[src/rtl/rr_pkg.sv]
package rr_pkg;

  typedef enum logic [1:0] {
    OP_NONE = 2'd0,
    OP_CALL = 2'd1,
    OP_RET  = 2'd2,
    OP_ROT  = 2'd3
  } rr_op_e;

  // Adds two values each already below m and folds the sum back below m.
  function automatic int rr_wrap_add(input int a, input int b, input int m);
    int s;
    s = a + b;
    if (s >= m) s = s - m;
    return s;
  endfunction

endpackage

[src/rtl/rr_op_decode.sv]
module rr_op_decode
  import rr_pkg::*;
(
  input  logic   call_en,
  input  logic   ret_en,
  input  logic   rot_pulse,
  output rr_op_e op
);

  // Fixed priority: call, then return, then rotate.
  always_comb begin
    if (call_en)        op = OP_CALL;
    else if (ret_en)    op = OP_RET;
    else if (rot_pulse) op = OP_ROT;
    else                op = OP_NONE;
  end

endmodule

[src/rtl/rr_frame_stack.sv]
module rr_frame_stack #(
  parameter int DEPTH = 16,
  parameter int WIDTH = 28
) (
  input  logic             clk,
  input  logic             rst,
  input  logic             push,
  input  logic             pop,
  input  logic [WIDTH-1:0] push_data,
  output logic [WIDTH-1:0] top_data,
  output logic             full,
  output logic             empty
);

  localparam int PTR_W  = $clog2(DEPTH + 1);
  localparam int ADDR_W = (DEPTH > 1) ? $clog2(DEPTH) : 1;

  logic [WIDTH-1:0] mem [DEPTH];
  logic [PTR_W-1:0] sp;
  logic [ADDR_W-1:0] wr_addr;
  logic [ADDR_W-1:0] rd_addr;

  assign wr_addr = ADDR_W'(sp);
  assign rd_addr = ADDR_W'(sp - PTR_W'(1));
  assign full    = (sp == PTR_W'(DEPTH));
  assign empty   = (sp == '0);

  // Write port only, no reset, so the array maps to RAM.
  always_ff @(posedge clk) begin
    if (push && !full) mem[wr_addr] <= push_data;
  end

  always_ff @(posedge clk) begin
    if (rst)                  sp <= '0;
    else if (push && !full)   sp <= sp + PTR_W'(1);
    else if (pop && !empty)   sp <= sp - PTR_W'(1);
  end

  assign top_data = empty ? '0 : mem[rd_addr];

endmodule

[src/rtl/rr_frame_ctrl.sv]
module rr_frame_ctrl
  import rr_pkg::*;
#(
  parameter int NUM_STACKED = 96,
  parameter int ROT_GRAN    = 8,
  parameter int DEPTH       = 16,
  parameter int SZ_W        = 7
) (
  input  logic            clk,
  input  logic            rst,
  input  logic            call_en,
  input  logic [SZ_W-1:0] call_size,
  input  logic [SZ_W-1:0] call_rot,
  input  logic            ret_en,
  input  logic            rot_pulse,
  output logic [SZ_W-1:0] frame_base,
  output logic [SZ_W-1:0] rot_size,
  output logic [SZ_W-1:0] rot_base,
  output logic            stack_ovf,
  output logic            rot_bad
);

  localparam int REC_W = 4 * SZ_W;

  rr_op_e            op;
  logic [SZ_W-1:0]   base_q, size_q, rot_q, rrb_q, alloc_q;
  logic [SZ_W-1:0]   next_base, rrb_dec;
  logic [SZ_W:0]     alloc_sum;
  logic [REC_W-1:0]  push_rec, top_rec;
  logic              stk_full, stk_empty;
  logic              rot_ok, room_ok;
  logic              call_go, ret_go, rot_go;

  rr_op_decode u_dec (
    .call_en   (call_en),
    .ret_en    (ret_en),
    .rot_pulse (rot_pulse),
    .op        (op)
  );

  assign push_rec = {base_q, size_q, rot_q, rrb_q};

  rr_frame_stack #(
    .DEPTH (DEPTH),
    .WIDTH (REC_W)
  ) u_stack (
    .clk       (clk),
    .rst       (rst),
    .push      (call_go),
    .pop       (ret_go),
    .push_data (push_rec),
    .top_data  (top_rec),
    .full      (stk_full),
    .empty     (stk_empty)
  );

  assign alloc_sum = {1'b0, alloc_q} + {1'b0, call_size};
  assign rot_ok    = ((int'(call_rot) % ROT_GRAN) == 0) && (call_rot <= call_size);
  assign room_ok   = (alloc_sum <= (SZ_W + 1)'(NUM_STACKED)) && !stk_full;

  assign call_go = (op == OP_CALL) && rot_ok && room_ok;
  assign ret_go  = (op == OP_RET) && !stk_empty;
  assign rot_go  = (op == OP_ROT) && (rot_q != '0);

  assign next_base = SZ_W'(rr_wrap_add(int'(base_q), int'(size_q), NUM_STACKED));
  assign rrb_dec   = (rrb_q == '0) ? (rot_q - SZ_W'(1)) : (rrb_q - SZ_W'(1));

  always_ff @(posedge clk) begin
    if (rst) begin
      base_q    <= '0;
      size_q    <= '0;
      rot_q     <= '0;
      rrb_q     <= '0;
      alloc_q   <= '0;
      stack_ovf <= 1'b0;
      rot_bad   <= 1'b0;
    end else begin
      rot_bad   <= (op == OP_CALL) && !rot_ok;
      stack_ovf <= (op == OP_CALL) && rot_ok && !room_ok;
      if (call_go) begin
        base_q  <= next_base;
        size_q  <= call_size;
        rot_q   <= call_rot;
        rrb_q   <= '0;
        alloc_q <= alloc_sum[SZ_W-1:0];
      end else if (ret_go) begin
        {base_q, size_q, rot_q, rrb_q} <= top_rec;
        alloc_q <= alloc_q - size_q;
      end else if (rot_go) begin
        rrb_q <= rrb_dec;
      end
    end
  end

  assign frame_base = base_q;
  assign rot_size   = rot_q;
  assign rot_base   = rrb_q;

endmodule

[src/rtl/rr_index_map.sv]
module rr_index_map
  import rr_pkg::*;
#(
  parameter int NUM_STATIC  = 32,
  parameter int NUM_STACKED = 96,
  parameter int PH_W        = 7,
  parameter int SZ_W        = 7
) (
  input  logic            clk,
  input  logic            rst,
  input  logic [PH_W-1:0] arch_idx,
  input  logic [SZ_W-1:0] frame_base,
  input  logic [SZ_W-1:0] rot_size,
  input  logic [SZ_W-1:0] rot_base,
  output logic [PH_W-1:0] phys_idx
);

  logic [PH_W-1:0] phys_d;
  int              off_i;

  always_comb begin
    off_i  = 0;
    phys_d = arch_idx;
    if (int'(arch_idx) >= NUM_STATIC) begin
      off_i = int'(arch_idx) - NUM_STATIC;
      if (off_i < int'(rot_size))
        off_i = rr_wrap_add(off_i, int'(rot_base), int'(rot_size));
      phys_d = PH_W'(NUM_STATIC + rr_wrap_add(int'(frame_base), off_i, NUM_STACKED));
    end
  end

  always_ff @(posedge clk) begin
    if (rst) phys_idx <= '0;
    else     phys_idx <= phys_d;
  end

endmodule

[src/rtl/regstack_renamer.sv]
module regstack_renamer #(
  parameter int NUM_STATIC  = 32,
  parameter int NUM_STACKED = 96,
  parameter int ROT_GRAN    = 8,
  parameter int DEPTH       = 16,
  localparam int PH_W       = $clog2(NUM_STATIC + NUM_STACKED),
  localparam int SZ_W       = $clog2(NUM_STACKED + 1)
) (
  input  logic            clk,
  input  logic            rst,
  input  logic [PH_W-1:0] arch_idx,
  input  logic            call_en,
  input  logic [SZ_W-1:0] call_size,
  input  logic [SZ_W-1:0] call_rot,
  input  logic            ret_en,
  input  logic            rot_pulse,
  output logic [PH_W-1:0] phys_idx,
  output logic            stack_ovf,
  output logic            rot_bad
);

  logic [SZ_W-1:0] frame_base, rot_size, rot_base;

  rr_frame_ctrl #(
    .NUM_STACKED (NUM_STACKED),
    .ROT_GRAN    (ROT_GRAN),
    .DEPTH       (DEPTH),
    .SZ_W        (SZ_W)
  ) u_ctrl (
    .clk        (clk),
    .rst        (rst),
    .call_en    (call_en),
    .call_size  (call_size),
    .call_rot   (call_rot),
    .ret_en     (ret_en),
    .rot_pulse  (rot_pulse),
    .frame_base (frame_base),
    .rot_size   (rot_size),
    .rot_base   (rot_base),
    .stack_ovf  (stack_ovf),
    .rot_bad    (rot_bad)
  );

  rr_index_map #(
    .NUM_STATIC  (NUM_STATIC),
    .NUM_STACKED (NUM_STACKED),
    .PH_W        (PH_W),
    .SZ_W        (SZ_W)
  ) u_map (
    .clk        (clk),
    .rst        (rst),
    .arch_idx   (arch_idx),
    .frame_base (frame_base),
    .rot_size   (rot_size),
    .rot_base   (rot_base),
    .phys_idx   (phys_idx)
  );

endmodule

[config.mk]
export PLATFORM = sky130hd
export DESIGN_NAME = regstack_renamer
export DESIGN_NICKNAME = d
export VERILOG_FILES = /design/src/rtl/rr_pkg.sv /design/src/rtl/rr_op_decode.sv /design/src/rtl/rr_frame_stack.sv /design/src/rtl/rr_frame_ctrl.sv /design/src/rtl/rr_index_map.sv /design/src/rtl/regstack_renamer.sv
export SDC_FILE = /design/constraint.sdc
export NUM_CORES = 1
export LEC_CHECK = 0
export ABC_AREA = 1
export BUFFER_PORTS_ARGS = -buffer_cell sky130_fd_sc_hd__buf_2
export CAP_MARGIN = 30
export CORE_ASPECT_RATIO = 2
export CORE_UTILIZATION = 50
export CTS_CLUSTER_DIAMETER = 150
export DETAILED_ROUTE_END_ITERATION = 10
export PLACE_DENSITY_LB_ADDON = 0.1
export SLEW_MARGIN = 20
export SYNTH_ARGS = -nofsm -noshare
export SYNTH_HDL_FRONTEND = slang
export SYNTH_SLANG_ARGS = --single-unit
[constraint.sdc]
create_clock -name clk -period 7.6 [get_ports clk]
set_input_delay 0.76 -clock clk [delete_from_list [all_inputs] [get_ports clk]]
set_output_delay 0.76 -clock clk [all_outputs]
set_load 0.01 [all_outputs]
==> key figures <==
Clock tree
  – CTS clk-pin slew, worst paths: 70 ps
  – Clk buf depth: 3
  – Htree depth: 2
  – Clk sinks: between 400 and 500
  – Later-pin clock latency in the skew report: 580 ps
  – CTS hold repair buffers: 0
  – CTS buffer count: 42
  – Root buf cell: clkbuf_16
  – CTS tree: built

Setup path
  – Worst EP required: 8070 ps
  – Kind of critical path: flop to flop
  – Arrival time at the worst endpoint: 7310 ps
  – Cell mode on critical path: nand2_1
  – Setup crit start kind: flop
  – CP endpoint kind: flop
  – Slowest-stage cell, CP: dfxtp_1
  – CP Max Fanout: 21
  – Critical path's largest stage delay: 870 ps

Timing
  – Setup TNS: 0 ps
  – Hold Violations, Final: 0
  – Final period utilization: around 90%
  – Worst slew pin tran: 1060 ps
  – RSZ-0062 raised after global routing: no
  – Slew HR: 29.1%
  – Fmax: 146 MHz
  – Final clock skew: 22.9 ps
  – Slew Viols, Final: 0
  – # setup viols final: 0
  – Setup WS post-layout: between 700 and 800 ps
  – Minimum clock period: 6840 ps

Routing
  – First-pass DRT Iterations: 5
  – Starting DRT DRC Count: 1521
  – DR vias: 17600
  – Routed wire per std cell: 25.2 um
  – DRC: 0
  – Vias/cell: 5.99
  – Final ANT Viol Nets: 0
  – DRT Wirelength: roughly 74 mm

Yosys
  – Cells after Synth: roughly 2300
  – Unique masters post-synth: 56
  – Synth warnings: 0
  – Most used DFF post-synth: edfxtp_1
  – Post-synthesis mux area share: 0.0420%
  – Mapped Nets: 2369
  – Synth Area in Simple Gates: 15.1%
  – Mapped Avg Cell Area: 10.5 um2
  – Post-synth EDFFs: 448
  – FFs w/ async S/R, synth: 0%
  – Synth Cell Area: 23800 um2
  – Adder-Cell Fraction of Synth Area: 4.23%
  – Synth Area in Compound Gates: roughly 14%
  – Largest family of logic cells by synthesized area: simple AND/OR/NAND/NOR gates
  – Post-Synth XOR/XNOR Area: 1.95%
  – Register area share after synthesis: 60.5%
  – #FFs+latches synth: ~500

Power
  – Logic pwr share: a little under two fifths
  – Power Internal: 5.74 mW
  – Pwr/cell area: 357 nW/um2
  – Sw Share: 39.1%
  – Leakage power: 10.1 nW
  – Sequential power share: 37.1%
  – Net Sw Power: approximately 3.7 mW
  – Clk pwr share: 24.9%
  – Max VDD drop: 0.000177 V
  – Overall power: 9.43 mW

Final layout
  – Filler cell count: 4114
  – Final Non-Filler Cells: 2941
  – Final core occ: a little under three fifths
  – # nets final: 2382
  – Area Overhead vs Synth: 10.7%
  – Ratio of cells with drive above 1 in the final layout: around a tenth

Floorplan
  – Die X: around 160 um
  – Full die area: around 49000 um2
  – Starting Density: 50.9%
  – I/O pin count: 35
  – Row count: 112
  – Core area: roughly 47000 um2
  – Die height: between 300 and 400 um

Placement
  – Port bufs: 34
  – Placed Cells: about 2900
  – Post-DP HPWL: 47.6 mm
  – Setup WS pre-CTS: between 300 and 400 ps
  – RePlAce Congestion: 0.906

Global route
  – Pin count of the biggest net entering global routing: around 170
  – First-pass GRT wire length: 109 mm
  – Vias in the first global route: 17400
  – Gr ovfl total: 0
  – Overall Global Routing Usage: 30.9%
  – Initial antenna violation count: 5

Outcome
  – Outcome: finished clean

Run
  – Maxcap violations: 0

Hold path
  – HP Class: input port to flop
stage by stage:
stage / hold slack, ps / cell area, um2
2_1_floorplan: 444 / 23800
3_3_place_gp: 502 / 24900
3_5_place_dp: 515 / 24900
4_1_cts: 478 / 26400
5_1_grt: 494 / 26400
6_report: 495 / 26400
power groups by stage:
| stage | Sequential (mW) | Combinational [mW] | Clock [mW] |
|---|---|---|---|
| 6_report | 3.49 | 3.59 | 2.35 |
| 5_1_grt | 3.51 | 3.94 | 2.46 |
| 4_1_cts | 3.49 | 3.58 | 2.37 |
| 3_5_place_dp | 3.55 | 3.57 | 0 |
| 3_3_place_gp | 3.54 | 3.51 | 0 |
| 2_1_floorplan | 3.47 | 2.40 | 0 |
Yosys cell counts (all sizes together), types with 10 or more instances:
| library cell | count | area share (%) |
|---|---|---|
| nand2 | 526 | 8.6 |
| edfxtp | 448 | 56 |
| a21oi | 253 | 5.3 |
| nor2 | 177 | 3.1 |
| inv | 151 | 2.4 |
| clkbuf | 94 | 1.5 |
| nand3 | 86 | 2.1 |
| o21ai | 83 | 1.7 |
| ha | 71 | 3.7 |
| a22oi | 50 | 1.6 |
| dfxtp | 49 | 4.1 |
| xor2 | 37 | 1.4 |
| o211ai | 29 | 0.91 |
| a32o | 25 | 1.0 |
| buf | 21 | 0.48 |
| a221oi | 19 | 0.70 |
| a31oi | 18 | 0.47 |
| nand4 | 18 | 0.47 |
| a32oi | 16 | 0.59 |
| xnor2 | 16 | 0.59 |
| nor3 | 10 | 0.21 |
registers in the layout, summed over array words and instances, names as in the netlist:
register	count
u_ctrl.u_stack.sp	5
u_ctrl.rot_base	7
u_ctrl.frame_base	7
u_ctrl.stack_ovf	1
u_ctrl.size_q	7
u_ctrl.rot_size	7
u_ctrl.alloc_q	7
u_ctrl.u_stack.mem	448
u_map.phys_idx	7
u_ctrl.rot_bad	1
worst max-delay path: cells and delay by family (launching register included):
family / cells / cell delay (ps)
compound gates: 7 / 1350
buf+inv: 3 / 240
xor+xnor: 1 / 200
flops: 1 / 870
simple gates: 27 / 3090
fa+ha+maj: 3 / 990
final cells by class:
class / count / area, um2 / share of cell area (%)
Timing Repair Buffer: 84 / 591 / 2.24
Antenna cell: 2 / 5.00 / 0.0190
Multi-Input combinational cell: 1502 / 8510 / 32.3
Sequential cell: 497 / 14400 / 54.7
Inverter: 152 / 578 / 2.19
Clock inverter: 22 / 292 / 1.10
Clock buffer: 55 / 1190 / 4.52
Tap cell: 627 / 785 / 2.97
layout by cell type, fill, tap and decap left out, types with 6 or more instances in the layout:
cell type / synthesis / layout
nand2_1: 508 / 508
edfxtp_1: 448 / 448
a21oi_1: 253 / 253
nor2_1: 165 / 148
inv_1: 142 / 141
o21ai_0: 81 / 81
nand3_1: 75 / 75
ha_1: 71 / 70
a22oi_1: 50 / 50
buf_4: 0 / 47
dfxtp_1: 49 / 46
clkbuf_16: 0 / 44
xor2_1: 37 / 36
buf_2: 4 / 34
o211ai_1: 29 / 29
a32o_1: 25 / 25
nor2_4: 5 / 21
a221oi_1: 19 / 19
a31oi_1: 18 / 18
nand4_1: 18 / 18
a32oi_1: 16 / 16
xnor2_1: 16 / 15
nand2_2: 12 / 12
nor3_1: 10 / 10
nand3_2: 8 / 8
inv_2: 9 / 8
clkinv_2: 0 / 8
nor2_2: 6 / 7
bufinv_16: 0 / 7
and2_1: 6 / 6
nand2_4: 6 / 6
nand3b_1: 6 / 6
o311ai_0: 6 / 6
fa_1: 6 / 6
clkbuf_1: 94 / 6
per-layer routing:
metal / part of all wire [%] / routed length (um) / global-route usage, % / up-vias
met1: 36 / 26600 / 35.4 / 8696
met5: 0.030 / 22 / 0 / -
met4: 5.2 / 3870 / 15.6 / 4
li1: - / - / - / 8125
met2: 54 / 39600 / 56.6 / 616
met3: 5.1 / 3810 / 2.76 / 180
logic make-up (layout without fill, tap and decap cells):
kind of cell,after synthesis,after routing
multiplexers,1,1
AND/OR/NAND/NOR,837,837
AO/OA/AOI/OAI,534,534
XOR/XNOR,53,53
adder cells (fa/ha/maj),77,77
flip-flops,497,497
buffers and inverters,267,313
other,0,2
what timing repair did:
| action | 4_1_cts | 5_1_grt |
|---|---|---|
| buffers inserted | 0 | 0 |
| resized for setup | 0 | 2 |
| setup endpoints to repair | 0 | 1 |
worst paths after layout:
check	start	end	slack (ps)	cells past startpoint
setup / recovery	u_ctrl.rot_base[1]$_SDFFE_PP0P_	u_map.phys_idx[6]$_SDFF_PP0_	760	41
hold / removal	rot_pulse	u_ctrl.rot_base[1]$_SDFFE_PP0P_	490	4
setup reg to reg	u_ctrl.rot_base[1]$_SDFFE_PP0P_	u_map.phys_idx[6]$_SDFF_PP0_	760	41
hold reg to reg	u_ctrl.alloc_q[6]$_SDFFE_PP0P_	u_ctrl.alloc_q[6]$_SDFFE_PP0P_	540	2
No activity file was read; power rests on OpenSTA's default activity.
